===== config.mk =====
export PLATFORM = sky130hd
export DESIGN_NAME = bitonic_seq
export DESIGN_NICKNAME = d
export VERILOG_FILES = /design/src/rtl/bsort_pkg.sv /design/src/rtl/bsort_sched.sv /design/src/rtl/bsort_addr.sv /design/src/rtl/bsort_lane.sv /design/src/rtl/bitonic_seq.sv
export SDC_FILE = /design/constraint.sdc
export NUM_CORES = 1
export LEC_CHECK = 0
export CAP_MARGIN = 20
export CORE_MARGIN = 2
export CORE_UTILIZATION = 35
export DETAILED_ROUTE_END_ITERATION = 10
export PLACE_DENSITY = 0.81
export SLEW_MARGIN = 20
export SYNTH_ARGS = -nofsm -noshare
export SYNTH_HDL_FRONTEND = slang
export SYNTH_SLANG_ARGS = --single-unit

===== constraint.sdc =====
create_clock -name clk -period 3.3 [get_ports clk]
set_input_delay 0.66 -clock clk [delete_from_list [all_inputs] [get_ports clk]]
set_output_delay 0.66 -clock clk [all_outputs]
set_load 0.03 [all_outputs]

===== src/rtl/bsort_pkg.sv =====
package bsort_pkg;
  typedef enum logic [1:0] {SQ_IDLE, SQ_RUN, SQ_DRAIN} sq_state_e;
endpackage


===== src/rtl/bsort_sched.sv =====
// Stage/step walker of the sorting network.
module bsort_sched #(
  parameter int LN = 5,
  parameter int SW = 3
) (
  input  logic          clk,
  input  logic          rst_n,
  input  logic          init,
  input  logic          adv,
  output logic [SW-1:0] stg,
  output logic [SW-1:0] stp,
  output logic          first,
  output logic          last
);
  always_ff @(posedge clk) begin
    if (!rst_n || init) begin
      stg <= SW'(1);
      stp <= SW'(1);
    end else if (adv) begin
      if (stp == SW'(1)) begin
        stg <= stg + SW'(1);
        stp <= stg + SW'(1);
      end else begin
        stp <= stp - SW'(1);
      end
    end
  end

  assign first = (stp == stg);
  assign last  = (stp == SW'(1)) && (stg == SW'(LN));
endmodule


===== src/rtl/bsort_addr.sv =====
// Maps the visit counter to the element index (tiled when the distance is
// below the row width), then derives the partner index and the mask bit.
module bsort_addr #(
  parameter int LW  = 3,
  parameter int LH  = 2,
  parameter int LTH = 1,
  parameter int SW  = 3,
  parameter int AW  = LW + LH
) (
  input  logic [AW-1:0] t,
  input  logic [SW-1:0] stg,
  input  logic [SW-1:0] stp,
  input  logic          first,
  output logic [AW-1:0] k,
  output logic [AW-1:0] p,
  output logic          mask
);
  localparam logic [AW-1:0] ONE   = AW'(1);
  localparam logic [AW-1:0] TMASK = (ONE << LTH) - ONE;

  logic [SW-1:0] lg;
  logic [AW-1:0] hop;

  assign lg = stp - SW'(1);

  always_comb begin
    if (lg < SW'(LW)) begin
      k = ((t >> (LW + LTH)) << (LW + LTH))
        | (((t >> lg) & TMASK) << LW)
        | (((t >> (lg + LTH)) & ((ONE << (LW - lg)) - ONE)) << lg)
        | (t & ((ONE << lg) - ONE));
    end else begin
      k = t;
    end
    hop  = first ? ((ONE << stg) - ONE) : (ONE << lg);
    p    = k ^ hop;
    mask = k[lg];
  end
endmodule


===== src/rtl/bsort_lane.sv =====
// One compare-exchange lane: issues the two reads, then writes min or max.
module bsort_lane #(
  parameter int KW   = 8,
  parameter int AW   = 5,
  parameter bit DUAL = 1'b1
) (
  input  logic          clk,
  input  logic          rst_n,
  input  logic          go,
  input  logic          src_b,
  input  logic [AW-1:0] k,
  input  logic [AW-1:0] p,
  input  logic          mask,
  input  logic [KW-1:0] rd0,
  input  logic [KW-1:0] rd1,
  output logic          re,
  output logic [AW-1:0] ra0,
  output logic [AW-1:0] ra1,
  output logic          elem_ok,
  output logic          wv,
  output logic [AW-1:0] wa,
  output logic [KW-1:0] wd,
  output logic          wb
);
  logic          wm;
  logic [KW-1:0] own, par;

  assign re  = go;
  assign ra1 = p;

  generate
    if (DUAL) begin : g_dual
      assign ra0     = k;
      assign elem_ok = go;
      assign own     = rd0;
      assign par     = rd1;
      always_ff @(posedge clk) begin
        if (!rst_n) begin
          wv <= 1'b0; wa <= '0; wm <= 1'b0; wb <= 1'b0;
        end else begin
          wv <= go;
          if (go) begin
            wa <= k; wm <= mask; wb <= ~src_b;
          end
        end
      end
    end else begin : g_serial
      logic          ph;
      logic [KW-1:0] own_q;
      logic          unused_rd1;
      assign unused_rd1 = ^rd1;
      assign ra0     = ph ? p : k;
      assign elem_ok = go && ph;
      assign own     = own_q;
      assign par     = rd0;
      always_ff @(posedge clk) begin
        if (!rst_n) begin
          ph <= 1'b0; wv <= 1'b0; wa <= '0; wm <= 1'b0; wb <= 1'b0; own_q <= '0;
        end else begin
          ph <= go ? ~ph : 1'b0;
          wv <= go && ph;
          if (go && ph) begin
            wa <= k; wm <= mask; wb <= ~src_b; own_q <= rd0;
          end
        end
      end
    end
  endgenerate

  assign wd = wm ? ((own > par) ? own : par) : ((own > par) ? par : own);
endmodule


===== src/rtl/bitonic_seq.sv =====
module bitonic_seq #(
  parameter int W         = 8,
  parameter int H         = 4,
  parameter int TILE_H    = 2,
  parameter int KEY_W     = 8,
  parameter bit DUAL_READ = 1'b1,
  parameter int AW        = $clog2(W * H)
) (
  input  logic             clk,
  input  logic             rst_n,
  input  logic             start,
  output logic             busy,
  output logic             done,
  output logic             result_in_b,
  output logic             a_re,
  output logic [AW-1:0]    a_raddr0,
  output logic [AW-1:0]    a_raddr1,
  input  logic [KEY_W-1:0] a_rdata0,
  input  logic [KEY_W-1:0] a_rdata1,
  output logic             a_we,
  output logic [AW-1:0]    a_waddr,
  output logic [KEY_W-1:0] a_wdata,
  output logic             b_re,
  output logic [AW-1:0]    b_raddr0,
  output logic [AW-1:0]    b_raddr1,
  input  logic [KEY_W-1:0] b_rdata0,
  input  logic [KEY_W-1:0] b_rdata1,
  output logic             b_we,
  output logic [AW-1:0]    b_waddr,
  output logic [KEY_W-1:0] b_wdata
);
  import bsort_pkg::*;

  localparam int LW  = $clog2(W);
  localparam int LH  = $clog2(H);
  localparam int LTH = $clog2(TILE_H);
  localparam int N   = W * H;
  localparam int SW  = $clog2(LW + LH + 1);

  sq_state_e         state;
  logic [AW-1:0]     t;
  logic              src_b, done_q, resb_q, go;
  logic [SW-1:0]     stg, stp;
  logic              first, last;
  logic [AW-1:0]     k, p, ra0, ra1, wa;
  logic              mask, re, elem_ok, wv, wb;
  logic [KEY_W-1:0]  rd0, rd1, wd;

  assign go = (state == SQ_RUN);

  bsort_sched #(.LN(LW + LH), .SW(SW)) u_sched (
    .clk(clk), .rst_n(rst_n),
    .init((state == SQ_IDLE) && start),
    .adv((state == SQ_DRAIN) && !last),
    .stg(stg), .stp(stp), .first(first), .last(last)
  );

  bsort_addr #(.LW(LW), .LH(LH), .LTH(LTH), .SW(SW), .AW(AW)) u_addr (
    .t(t), .stg(stg), .stp(stp), .first(first), .k(k), .p(p), .mask(mask)
  );

  assign rd0 = src_b ? b_rdata0 : a_rdata0;
  assign rd1 = src_b ? b_rdata1 : a_rdata1;

  bsort_lane #(.KW(KEY_W), .AW(AW), .DUAL(DUAL_READ)) u_lane (
    .clk(clk), .rst_n(rst_n), .go(go), .src_b(src_b),
    .k(k), .p(p), .mask(mask), .rd0(rd0), .rd1(rd1),
    .re(re), .ra0(ra0), .ra1(ra1), .elem_ok(elem_ok),
    .wv(wv), .wa(wa), .wd(wd), .wb(wb)
  );

  always_ff @(posedge clk) begin
    if (!rst_n) begin
      state  <= SQ_IDLE;
      t      <= '0;
      src_b  <= 1'b0;
      done_q <= 1'b0;
      resb_q <= 1'b0;
    end else begin
      done_q <= 1'b0;
      case (state)
        SQ_IDLE: if (start) begin
          state <= SQ_RUN;
          t     <= '0;
          src_b <= 1'b0;
        end
        SQ_RUN: if (elem_ok) begin
          if (t == AW'(N - 1)) state <= SQ_DRAIN;
          else                 t     <= t + AW'(1);
        end
        SQ_DRAIN: begin
          src_b <= ~src_b;
          t     <= '0;
          if (last) begin
            state  <= SQ_IDLE;
            done_q <= 1'b1;
            resb_q <= ~src_b;
          end else begin
            state <= SQ_RUN;
          end
        end
        default: state <= SQ_IDLE;
      endcase
    end
  end

  assign busy        = (state != SQ_IDLE);
  assign done        = done_q;
  assign result_in_b = resb_q;

  assign a_re     = re && !src_b;
  assign b_re     = re && src_b;
  assign a_raddr0 = ra0;
  assign a_raddr1 = ra1;
  assign b_raddr0 = ra0;
  assign b_raddr1 = ra1;
  assign a_we     = wv && !wb;
  assign b_we     = wv && wb;
  assign a_waddr  = wa;
  assign b_waddr  = wa;
  assign a_wdata  = wd;
  assign b_wdata  = wd;
endmodule


==> impl_metrics.ini <==
[pwr]
p_sw_share_pct = 34.2
clkPwrFrac_pct = 24.4
internal_power_uw = 629
total_power_uw = 956
seqPwrFrac_pct = 31.7
irDropWorstVdd_uv = 144
p_leak_nw = 1.71
switchingPower_uw = 327
power_density_mw_per_mm2 = 230
pwr-share-comb_pct = 43.9

[clock_network]
clock_latency_ns = 0.27
clock-root-buffer = clkbuf_8
postCtsHoldBufs = 0
clock_sinks = 24
cts.htree.levels = 1
tritoncts = yes
path_clk_slew_ns = 0.09
clockBufferDepth = 2
cts-buffers-inserted = 3

[synthesis]
synth.distinct_cells = 51
synth_top_family_by_area = simple AND/OR/NAND/NOR gates
yosysTopAreaCell = dfxtp_1
syn_area_sq_mm = 0.00232
synthMuxAreaShare_pct = 9.00
synth-adder-area-share_pct = 11.9
synth_flop_cell = dfxtp_1
synth_edf_count = 0
syn_nets = 350
syn_area_per_cell_sq_um = 7.92
synthArstFlopShare_pct = 0
yosys.area_share.simple_pct = 20.1
synth_area_leaders = dfxtp_1, ha_1, buf_4
synth-compound-area-share_pct = 19.2
synthCells = 293
yosysSeqAreaShare_pct = 20.7
synth-xor-area-share_pct = 6.09
yosysWarnings = 0
yosysTopAreaCellShare_pct = 20.7
ys_ff_latch = 24

[sta]
tightest_slew_ns = 0.437
min_period_over_period_pct = 107
finalCriticalPeriod_ns = 3.52
rsz0062_at_grt = yes
slew_headroom_pct = 70.0
finalMaxSlewViolations = 0
hold_viol_final = 0
whs_ns = 0.479
finalSetupViolCount = 20
max_freq_mhz = 284
fin_ws_ns = -0.218
fin_skew_ns = 0.00631
setup_tns_ns = -3.24

[setup_path]
cp.arrival_ns = 2.86
rrSetupSlack_ns = 0.74
r2r-start = u_sched.stp[1]
reg2reg_depth = 12
start_kind = input pin
worst-setup-path-type = in -> out
crit_required_ns = 2.64
r2r_end = u_lane.wa[3]
crit_path_max_fanout = 7
critPathCaptureType = output pin

[final_layout]
fin_nets = 457
area_delta_synth_final_pct = 78.8
drive_gt1_share_pct = 39.1
diodes = 0

[place]
gp_congestion = 0.901
dp_hpwl_mm = 5.71
portBuffers = 87

[route]
drt-initial-drc-count = 144
ant_nets = 0
drcViolationCount = 0
wl_per_cell_microns = 16.8
vias = 2593
via_per_inst = 5.45
routed_wl_mm = 7.98
dr.pass1.iters = 5

[worst_hold_path]
worstHoldPathCells = 2
hp-start = u_lane.wa[4]
hp-class = reg -> reg
whs_endpoint = u_lane.wa[4]

[grt]
grt_pass1_wl_mm = 12.0
grt_pass1_vias = 2542
grt_start_max_net_pins = 16
grt_use_total_pct = 20.2
overflow = 0
antenna_found_initial = 0

[status]
status = finished with violations
failed_checks = setup timing

[floorplan]
coreArea_sq_mm = 0.00639
dieArea_sq_mm = 0.00730
die_y_microns = 85.4
start_util_pct = 36.3
num_rows = 29
die_width_microns = 85.4
pin_count = 88

[run]
maxCapViolations = 0
==> stage by stage <==
stage	cell area (sq um)	util (%)	setup slack (ns)	cells
final	4150	65.0	-0.218	476
after global routing	4150	65.0	-0.291	476
after CTS	3970	62.2	-0.245	471
after detailed placement	3640	57.1	-0.491	458
after global placement	3640	57.1	-0.435	458
after floorplan	2760	-	-0.216	293
==> sequential cells by signal, indices dropped and copies added, names as in the netlist <==
| signal | cells |
|---|---|
| done | 1 |
| u_lane.wm | 1 |
| result_in_b | 1 |
| u_lane.wb | 1 |
| state | 2 |
| u_sched.stg | 3 |
| u_lane.wa | 5 |
| u_sched.stp | 3 |
| src_b | 1 |
| u_lane.wv | 1 |
| t | 5 |
==> cell usage after synthesis, types with 2 or more instances <==
library cell and instances:
nor3_1 11, xnor2_1 4, buf_4 23, or3_1 4
o31ai_1 2, o21a_1 3, inv_1 18, o21ai_0 15
mux2_2 7, and4_1 3, a21oi_1 24, mux2i_1 13
nand3_1 6, nor2b_1 4, o21ai_1 2, buf_2 3
a21oi_2 2, nor2_1 24, ha_1 22, dfxtp_1 24
buf_6 2, clkbuf_1 6, nand2b_1 7, and3_1 2
a31oi_1 5, and2_1 2, nand2_1 14, o211ai_1 2
nor4_1 7, a211oi_1 3, xor2_1 9
==> routing by layer <==
layer	vias to the layer above	track usage, %	share of wire, %
met2	131	39.2	53
met5	-	0	0
met1	1219	23.3	38
li1	1228	-	-
met3	15	1.65	7.3
met4	0	5.92	1.7
==> cells in the final DEF, fill, tap and decap left out, types with 3 or more instances in the layout <==
cell type / n
clkdlybuf4s50_1: 23
clkdlybuf4s15_1: 7
a211oi_1: 3
nor3_1: 11
mux2_4: 7
inv_1: 15
a31oi_1: 5
nor4_2: 4
dfxtp_1: 21
a21oi_4: 8
dlygate4sd2_1: 27
a21oi_1: 17
o21ai_0: 14
nor2b_1: 4
ha_1: 10
xnor2_1: 4
nor2_1: 24
ha_4: 10
mux2i_1: 5
clkbuf_8: 3
xor2_1: 5
nand2_1: 13
or3_4: 3
nor4_4: 3
nand2b_1: 7
buf_6: 26
mux2i_4: 8
buf_12: 5
buf_4: 47
nand3_1: 6
o21a_1: 3
==> layout make-up <==
type                            count  area [sq um]
Multi-Input combinational cell    216          2120
Inverter                           18          75.1
Sequential cell                    24           489
Tap cell                           77          96.3
Timing Repair Buffer              137          1310
Fill cell                         496          2240
Clock buffer                        4          66.3
==> kinds of logic after synthesis <==
group	Yosys count
fa+ha+maj	22
flops	24
mux	20
buf+inv	53
xor+xnor	14
simple gates	90
compound gates	70
==> power by group through the flow <==
stage | logic [mW] | registers (mW) | clock network (mW)
after detailed placement | 0.380 | 0.310 | 0
after global placement | 0.373 | 0.309 | 0
after global routing | 0.442 | 0.304 | 0.244
final | 0.420 | 0.303 | 0.233
after CTS | 0.389 | 0.302 | 0.233
after floorplan | 0.250 | 0.314 | 0
==> worst max-delay path by stage <==
stage	end	start	slack (ns)	depth (start not counted)
detailed placement	b_wdata[2]	a_rdata0[5]	-0.49	10
global placement	b_wdata[3]	a_rdata0[5]	-0.43	10
global route	b_wdata[4]	src_b	-0.29	10
CTS	b_wdata[2]	src_b	-0.24	10
finish	a_wdata[1]	a_rdata0[6]	-0.22	11
floorplan	b_wdata[0]	a_rdata0[6]	-0.22	9
==> timing repair <==
item | CTS | global route
endpoints found under the hold margin | 0 | 0
gates resized for setup | 82 | 42
setup endpoints to repair | 30 | 26
buffers inserted | 9 | 9
cloned | 1 | 0
pin swaps | 24 | 25
==> critical path: stages <==
cell and delay, ns:
dlygate4sd2_1 0.23, mux2_4 0.30, ha_4 0.27, and4_4 0.24, or3b_4 0.39, a21oi_4 0.14, buf_6 0.16, buf_4 0.13
nor4_4 0.04, a21oi_4 0.15, buf_6 0.15
(Power assumes the default switching activity.)
